**src/rtl/nan_fmt_pkg.sv**
```systemverilog
package nan_fmt_pkg;

    localparam int PAY_W      = 64;
    localparam int SGL_EXP_W  = 8;
    localparam int SGL_FRAC_W = 23;
    localparam int SGL_W      = 1 + SGL_EXP_W + SGL_FRAC_W;
    localparam int DBL_EXP_W  = 11;
    localparam int DBL_FRAC_W = 52;
    localparam int DBL_W      = 1 + DBL_EXP_W + DBL_FRAC_W;
    localparam int EXT_EXP_W  = 15;
    localparam int EXT_HI_W   = 1 + EXT_EXP_W;
    localparam int SGL_PAD    = PAY_W - SGL_FRAC_W;
    localparam int DBL_PAD    = PAY_W - DBL_FRAC_W;

    typedef enum logic [1:0] {
        FMT_SGL = 2'd0,
        FMT_DBL = 2'd1,
        FMT_EXT = 2'd2,
        FMT_RSV = 2'd3
    } nan_fmt_e;

    typedef struct packed {
        logic             sign;
        logic [PAY_W-1:0] payload;
    } canon_t;

    localparam logic [SGL_W-1:0] SGL_DFLT     = 32'hFFC0_0000;
    localparam logic [DBL_W-1:0] DBL_DFLT     = 64'hFFF8_0000_0000_0000;
    localparam logic [PAY_W-1:0] EXT_DFLT_SIG = 64'hC000_0000_0000_0000;

    // body excludes the sign bit
    function automatic logic snan_sgl(input logic [SGL_W-2:0] body);
        return (&body[SGL_W-2:SGL_FRAC_W]) && !body[SGL_FRAC_W-1]
               && (|body[SGL_FRAC_W-2:0]);
    endfunction

    function automatic logic snan_dbl(input logic [DBL_W-2:0] body);
        return (&body[DBL_W-2:DBL_FRAC_W]) && !body[DBL_FRAC_W-1]
               && (|body[DBL_FRAC_W-2:0]);
    endfunction

    function automatic logic snan_ext(input logic [EXT_EXP_W-1:0] expo,
                                      input logic [PAY_W-2:0]     sig);
        return (&expo) && !sig[PAY_W-2] && (|sig[PAY_W-3:0]);
    endfunction

endpackage

```
**src/rtl/nan_unpack.sv**
```systemverilog
module nan_unpack
    import nan_fmt_pkg::*;
(
    input  logic [EXT_HI_W-1:0] src_hi,
    input  logic [PAY_W-1:0]    src_lo,
    input  nan_fmt_e            src_fmt,
    output canon_t              canon,
    output logic                is_snan
);

    always_comb begin
        canon   = '0;
        is_snan = 1'b0;
        case (src_fmt)
            FMT_SGL: begin
                canon.sign    = src_lo[SGL_W-1];
                canon.payload = {src_lo[SGL_FRAC_W-1:0], {SGL_PAD{1'b0}}};
                is_snan       = snan_sgl(src_lo[SGL_W-2:0]);
            end
            FMT_DBL: begin
                canon.sign    = src_lo[DBL_W-1];
                canon.payload = {src_lo[DBL_FRAC_W-1:0], {DBL_PAD{1'b0}}};
                is_snan       = snan_dbl(src_lo[DBL_W-2:0]);
            end
            FMT_EXT: begin
                canon.sign    = src_hi[EXT_HI_W-1];
                canon.payload = src_lo;
                is_snan       = snan_ext(src_hi[EXT_EXP_W-1:0], src_lo[PAY_W-2:0]);
            end
            default: begin
                canon   = '0;
                is_snan = 1'b0;
            end
        endcase
    end

endmodule

```
**src/rtl/nan_pack.sv**
```systemverilog
module nan_pack
    import nan_fmt_pkg::*;
(
    input  canon_t              canon,
    input  nan_fmt_e            dst_fmt,
    output logic [EXT_HI_W-1:0] res_hi,
    output logic [PAY_W-1:0]    res_lo
);

    logic [SGL_FRAC_W-1:0] sgl_frac;
    logic [DBL_FRAC_W-1:0] dbl_frac;
    logic [SGL_W-1:0]      sgl_word;
    logic [DBL_W-1:0]      dbl_word;
    logic [PAY_W-1:0]      ext_sig;

    assign sgl_frac = canon.payload[PAY_W-1 -: SGL_FRAC_W];
    assign dbl_frac = canon.payload[PAY_W-1 -: DBL_FRAC_W];

    assign sgl_word = (sgl_frac == '0) ? SGL_DFLT
                    : {canon.sign, {SGL_EXP_W{1'b1}}, sgl_frac};
    assign dbl_word = (dbl_frac == '0) ? DBL_DFLT
                    : {canon.sign, {DBL_EXP_W{1'b1}}, dbl_frac};
    assign ext_sig  = (canon.payload == '0) ? EXT_DFLT_SIG : canon.payload;

    always_comb begin
        res_hi = '0;
        res_lo = '0;
        case (dst_fmt)
            FMT_SGL: res_lo = {{(PAY_W-SGL_W){1'b0}}, sgl_word};
            FMT_DBL: res_lo = dbl_word;
            FMT_EXT: begin
                res_hi = {canon.sign, {EXT_EXP_W{1'b1}}};
                res_lo = ext_sig;
            end
            default: begin
                res_hi = '0;
                res_lo = '0;
            end
        endcase
    end

endmodule

```
**src/rtl/nan_fmt_xlate.sv**
```systemverilog
module nan_fmt_xlate
    import nan_fmt_pkg::*;
(
    input  logic [15:0] src_hi,
    input  logic [63:0] src_lo,
    input  logic [1:0]  src_fmt,
    input  logic [1:0]  dst_fmt,
    output logic [15:0] res_hi,
    output logic [63:0] res_lo,
    output logic        invalid
);

    canon_t canon;

    nan_unpack u_unpack (
        .src_hi  (src_hi),
        .src_lo  (src_lo),
        .src_fmt (nan_fmt_e'(src_fmt)),
        .canon   (canon),
        .is_snan (invalid)
    );

    nan_pack u_pack (
        .canon   (canon),
        .dst_fmt (nan_fmt_e'(dst_fmt)),
        .res_hi  (res_hi),
        .res_lo  (res_lo)
    );

endmodule

```
**config.mk**
```make
export PLATFORM = sky130hd
export DESIGN_NAME = nan_fmt_xlate
export DESIGN_NICKNAME = d
export VERILOG_FILES = /design/src/rtl/nan_fmt_pkg.sv /design/src/rtl/nan_unpack.sv /design/src/rtl/nan_pack.sv /design/src/rtl/nan_fmt_xlate.sv
export SDC_FILE = /design/constraint.sdc
export NUM_CORES = 1
export LEC_CHECK = 0
export BUFFER_PORTS_ARGS = -buffer_cell sky130_fd_sc_hd__clkbuf_2
export CAP_MARGIN = 10
export CORE_ASPECT_RATIO = 0.8
export CORE_MARGIN = 3
export CORE_UTILIZATION = 37
export DETAILED_ROUTE_END_ITERATION = 8
export PLACE_DENSITY = 0.81
export SLEW_MARGIN = 10
export SYNTH_ARGS = -nofsm -noshare
export SYNTH_HDL_FRONTEND = slang
export SYNTH_HIERARCHICAL = 1
export SYNTH_SLANG_ARGS = --single-unit
```
**constraint.sdc**
```tcl
create_clock -name vclk -period 2.2
set_input_delay 0.11 -clock vclk [all_inputs]
set_output_delay 0.11 -clock vclk [all_outputs]
set_load 0.01 [all_outputs]
```
## After elaboration in Yosys (flattened, before gate mapping)

Index checks and enable logic that the tools add are counted.

| cells by class | value |
|---|---|
| equality and inequality tests | 4 |
| reduce and logical (&&, ||, !) cells | 20 |
| multiplexer cells | 7 |

Operators by type and width:

| cell | count |
|---|---|
| 65-bit one-hot mux with 3 select lines | 1 |
| 64-bit one-hot mux with 3 select lines | 1 |
| 64-bit 2-to-1 mux | 2 |
| 64-bit zero test | 1 |
| 62-bit OR reduction | 1 |
| 52-bit zero test | 1 |
| 51-bit OR reduction | 1 |
| 32-bit 2-to-1 mux | 1 |
| 23-bit zero test | 1 |
| 22-bit OR reduction | 1 |
| 16-bit 2-to-1 mux | 1 |
| 15-bit AND reduction | 1 |
| 11-bit AND reduction | 1 |
| 8-bit AND reduction | 1 |
| 1-bit logical AND | 6 |
| 2-bit by 1-bit == test with 1-bit output, second input constant | 2 |
| 2-bit == test, second input constant | 2 |
| 2-bit zero test | 2 |
| 1-bit zero test | 3 |
| 1-bit one-hot mux with 3 select lines | 1 |

| word-level totals | value |
|---|---|
| output and inout bits | 81 |
| register bits after elaboration | 0 |
| input port bits | 84 |

## Longest topological paths before layout

| depth | value |
|---|---|
| depth in word-level cells | 5 |
| depth in mapped cells | 11 |
| mapped depth without buffers | 8 |

## By module

The synthesis kept the hierarchy.

By module, submodules not included:

| module | instances | area each (µm²) | cells each |
|---|---|---|---|
| nan_pack | 1 | 1,197.4 | 183 |
| nan_unpack | 1 | 1,159.9 | 198 |

## Worst setup path before layout

OpenSTA, ideal clock, no wires.

| timing path | value |
|---|---|
| path type | input to output |
| start point | in src_fmt[1] |
| end point | out res_lo[0] |
| stages on the path | 10 |
| path slack | -0.172 ns |
| arrival time | 2.262 ns |
| cells stage by stage | buf_2 -> buf_1 -> nand3b_1 -> o21ai_0 -> nor4_1 -> nand4_1 -> nor4_4 -> nor2_2 -> buf_6 -> a221o_1 |

RTL lines:

| item | line | RTL |
|---|---|---|
| start, declared | nan_fmt_xlate.sv:6 | `input logic [1:0] src_fmt,` |
| end, declared | nan_fmt_xlate.sv:9 | `output logic [63:0] res_lo,` |

==> flow_metrics.py <==
metrics = {
    "status": {
        "status": "finished with violations",
        "violations": "negative setup slack",
    },
    "die": {
        "design.core.area_sq_mm": 0.00604,
        "dieArea_sq_mm": 0.00737,
        "die_y_um": 77.4,
        "start_util": 0.390,
        "rows": 25,
        "die_x_um": 95.2,
        "pin_count": 165,
    },
    "setup_path": {
        "cp_num_buf_inv": 5,
        "crit_slowest_cell": "a221o_1",
        "cp.depth": 12,
        "cpLargestDelayFamily": "simple AND/OR/NAND/NOR gates",
        "worstSetupPathType": "in -> out",
        "endpoint": "res_lo[3]",
        "start_kind": "primary input",
        "startpoint": "src_fmt[1]",
        "critical-path-max-stage-delay_ns": 0.35,
        "critPathCaptureType": "primary output",
        "path_max_fanout": 7,
        "worstPathRequired_ns": 2.09,
        "path_cells": "clkbuf_16 -> nor2b_4 -> buf_12 -> a22o_1 -> nor4_2 -> nand4_1 -> nor4_4 -> buf_4 -> nor2_4 -> buf_6 -> a221o_1 -> buf_2",
        "critPathArrivalTime_ns": 2.58,
    },
    "global_routing": {
        "grt_pass1_wl_um": 24500,
        "antenna_found_initial": 0,
        "grt_pass1_vias": 4412,
        "grt.total_usage": 0.427,
        "grt_start_max_net_pins": 42,
        "overflow": 0,
    },
    "drt": {
        "drt_iter0_drc": 708,
        "wl_per_cell_um": 22.8,
        "vias": 4735,
        "avgViaCountPerCell": 6.33,
        "first_pass_iters": 8,
        "drc": 0,
        "ant_nets": 0,
        "drt_wl_total_um": 17000,
    },
    "pwr": {
        "power_density_mw_per_mm2": 247,
        "power_uw": 1240,
        "p_leak_uw": 0.00252,
        "vdd.ir_drop.worst_mv": 0.166,
    },
    "sta": {
        "maxSlewHeadroom": 0.625,
        "min_period_ns": 2.69,
        "fmax_ghz": 0.371,
        "finalWorstSetupSlack_ns": -0.492,
        "rsz0062_at_grt": "true",
        "setup_violations": 45,
        "finalSetupTns_ns": -18.21,
        "finalMaxSlewViolations": 0,
        "fin_crit_sh": 1.22,
        "max_slew.worst_pin.slew_ns": 0.558,
        "hold_viol": 0,
    },
    "yosys": {
        "synth.cell_area_sq_mm": 0.00236,
        "yosysTopAreaCell": "a22o_1",
        "synth.distinct_cells": 35,
        "synth.net_count": 465,
        "synthTopCellsByArea": "a22o_1 18%, nor2b_1 9.6%, and2_1 9.0%, a221o_1 8.9%, nand2_1 8.3%",
        "synth.avg_cell_area_sq_um": 6.19,
        "yosysWarnings": 6,
        "synth-seq-area-share": 0,
        "yosysTopAreaCellShare": 0.178,
        "syn_inst": 381,
    },
    "finish": {
        "clkbuf_count": 0,
        "multi_input_area_sq_mm": 0.00248,
        "nFillCells": 410,
        "seq_cells": 0,
        "final_cells": 748,
        "seq_area_sq_um": 0,
        "layout-drive-gt1-share": 0.585,
        "area_growth_pct": 112,
        "nets": 753,
        "finish.utilization": 0.827,
        "diodes": 0,
        "stdcell_area_sq_mm": 0.00499,
    },
    "place": {
        "hpwl_um": 12500,
        "gp_congestion": 1.08,
        "placedCellCount": 724,
        "place_area_sq_mm": 0.00419,
        "port_buffers": 165,
    },
    "job": {
        "drv_cap": 0,
    },
    "clock_network": {
        "postCtsHoldBufs": 0,
    },
    "hold_path": {
        "min_path_type": "in -> out",
        "hold-path-cell-count": 5,
    },
}
==> what timing repair did <==
item,CTS,global route
pin swaps,19,22
gates cloned,9,3
endpoints found under the setup margin,45,45
resized for setup,78,48
setup buffers,11,4
hold endpoints to repair,0,0
==> kinds of logic after synthesis <==
| family | count (synthesis) | synth area share |
|---|---|---|
| and+or+nand+nor | 192 | 0.459 |
| buffers and inverters | 49 | 0.112 |
| AOI/OAI and AO/OA | 139 | 0.425 |
| muxes | 1 | 0.00425 |
==> area by class of cell <==
class,count,share of cell area
Multi-Input combinational cell,333,0.497
Inverter,1,0.000752
Tap cell,81,0.0203
Timing Repair Buffer,333,0.482
==> metrics by stage <==
stage | setup slack, ns | hold slack [ns]
final | -0.492 | 0.753
after global placement | -0.632 | 0.721
after CTS | -0.344 | 0.752
after floorplan | -0.0205 | 0.359
after global routing | -0.549 | 0.828
after detailed placement | -0.789 | 0.730
==> routing by layer <==
metal | GRT usage | routed length [um]
met2 | 0.644 | 7240
met5 | 0 | 0
met3 | 0.118 | 2680
met1 | 0.578 | 6260
met4 | 0.147 | 867
==> where the power goes <==
part | switching [uW] | internal [uW]
clock network | 0 | 0
logic | 643 | 593
registers | 0 | 0
total | 643 | 593
==> worst min path at each step <==
stage	from	to	slack, ns
6_report	src_lo[57]	invalid	0.75
5_1_grt	src_lo[57]	invalid	0.83
4_1_cts	src_lo[57]	invalid	0.75
3_5_place_dp	dst_fmt[1]	res_lo[29]	0.73
3_3_place_gp	dst_fmt[1]	res_lo[25]	0.72
2_1_floorplan	dst_fmt[1]	res_lo[4]	0.36
==> placed cells by master, fill, tap and decap left out, types with 3 or more instances in the layout <==
cell type / count
buf_6: 12
clkbuf_16: 4
a21oi_1: 22
o21ai_0: 8
nor4_4: 7
nor4_1: 18
buf_4: 141
clkbuf_2: 153
nor3_1: 3
nand4_1: 11
nand2_2: 6
o21ai_2: 11
nand4b_1: 3
nor2b_4: 3
nand2b_1: 9
nor2b_1: 32
a21oi_2: 7
and2_1: 34
a22o_1: 43
buf_2: 10
buf_16: 4
nor2_1: 4
nor4_2: 4
nand2_1: 45
o21ai_1: 11
buf_12: 7
a221o_1: 21
a22o_4: 5
==> synthesized netlist by cell type <==
| cell | instances |
|---|---|
| buf_2 | 10 |
| nor2b_1 | 36 |
| nor4_4 | 1 |
| a22o_1 | 48 |
| o22ai_1 | 1 |
| buf_6 | 2 |
| nand4_1 | 11 |
| nand3b_1 | 1 |
| buf_4 | 14 |
| o21ai_0 | 31 |
| nor2_1 | 6 |
| nand3_1 | 1 |
| o31ai_1 | 2 |
| inv_1 | 1 |
| a41oi_1 | 2 |
| nand2b_1 | 9 |
| nor2_2 | 1 |
| nand4b_1 | 3 |
| a221o_1 | 21 |
| a21oi_1 | 30 |
| a21o_1 | 1 |
| and2_1 | 34 |
| buf_1 | 1 |
| nand4bb_1 | 1 |
| and4_1 | 1 |
| or4_1 | 1 |
| nor4_1 | 28 |
| clkbuf_1 | 21 |
| nor3_1 | 5 |
| and3_1 | 1 |
| a31oi_1 | 1 |
| o21ai_1 | 1 |
| mux2i_1 | 1 |
| o2bb2ai_1 | 1 |
| nand2_1 | 52 |
No activity file was read; power rests on OpenSTA's default activity.
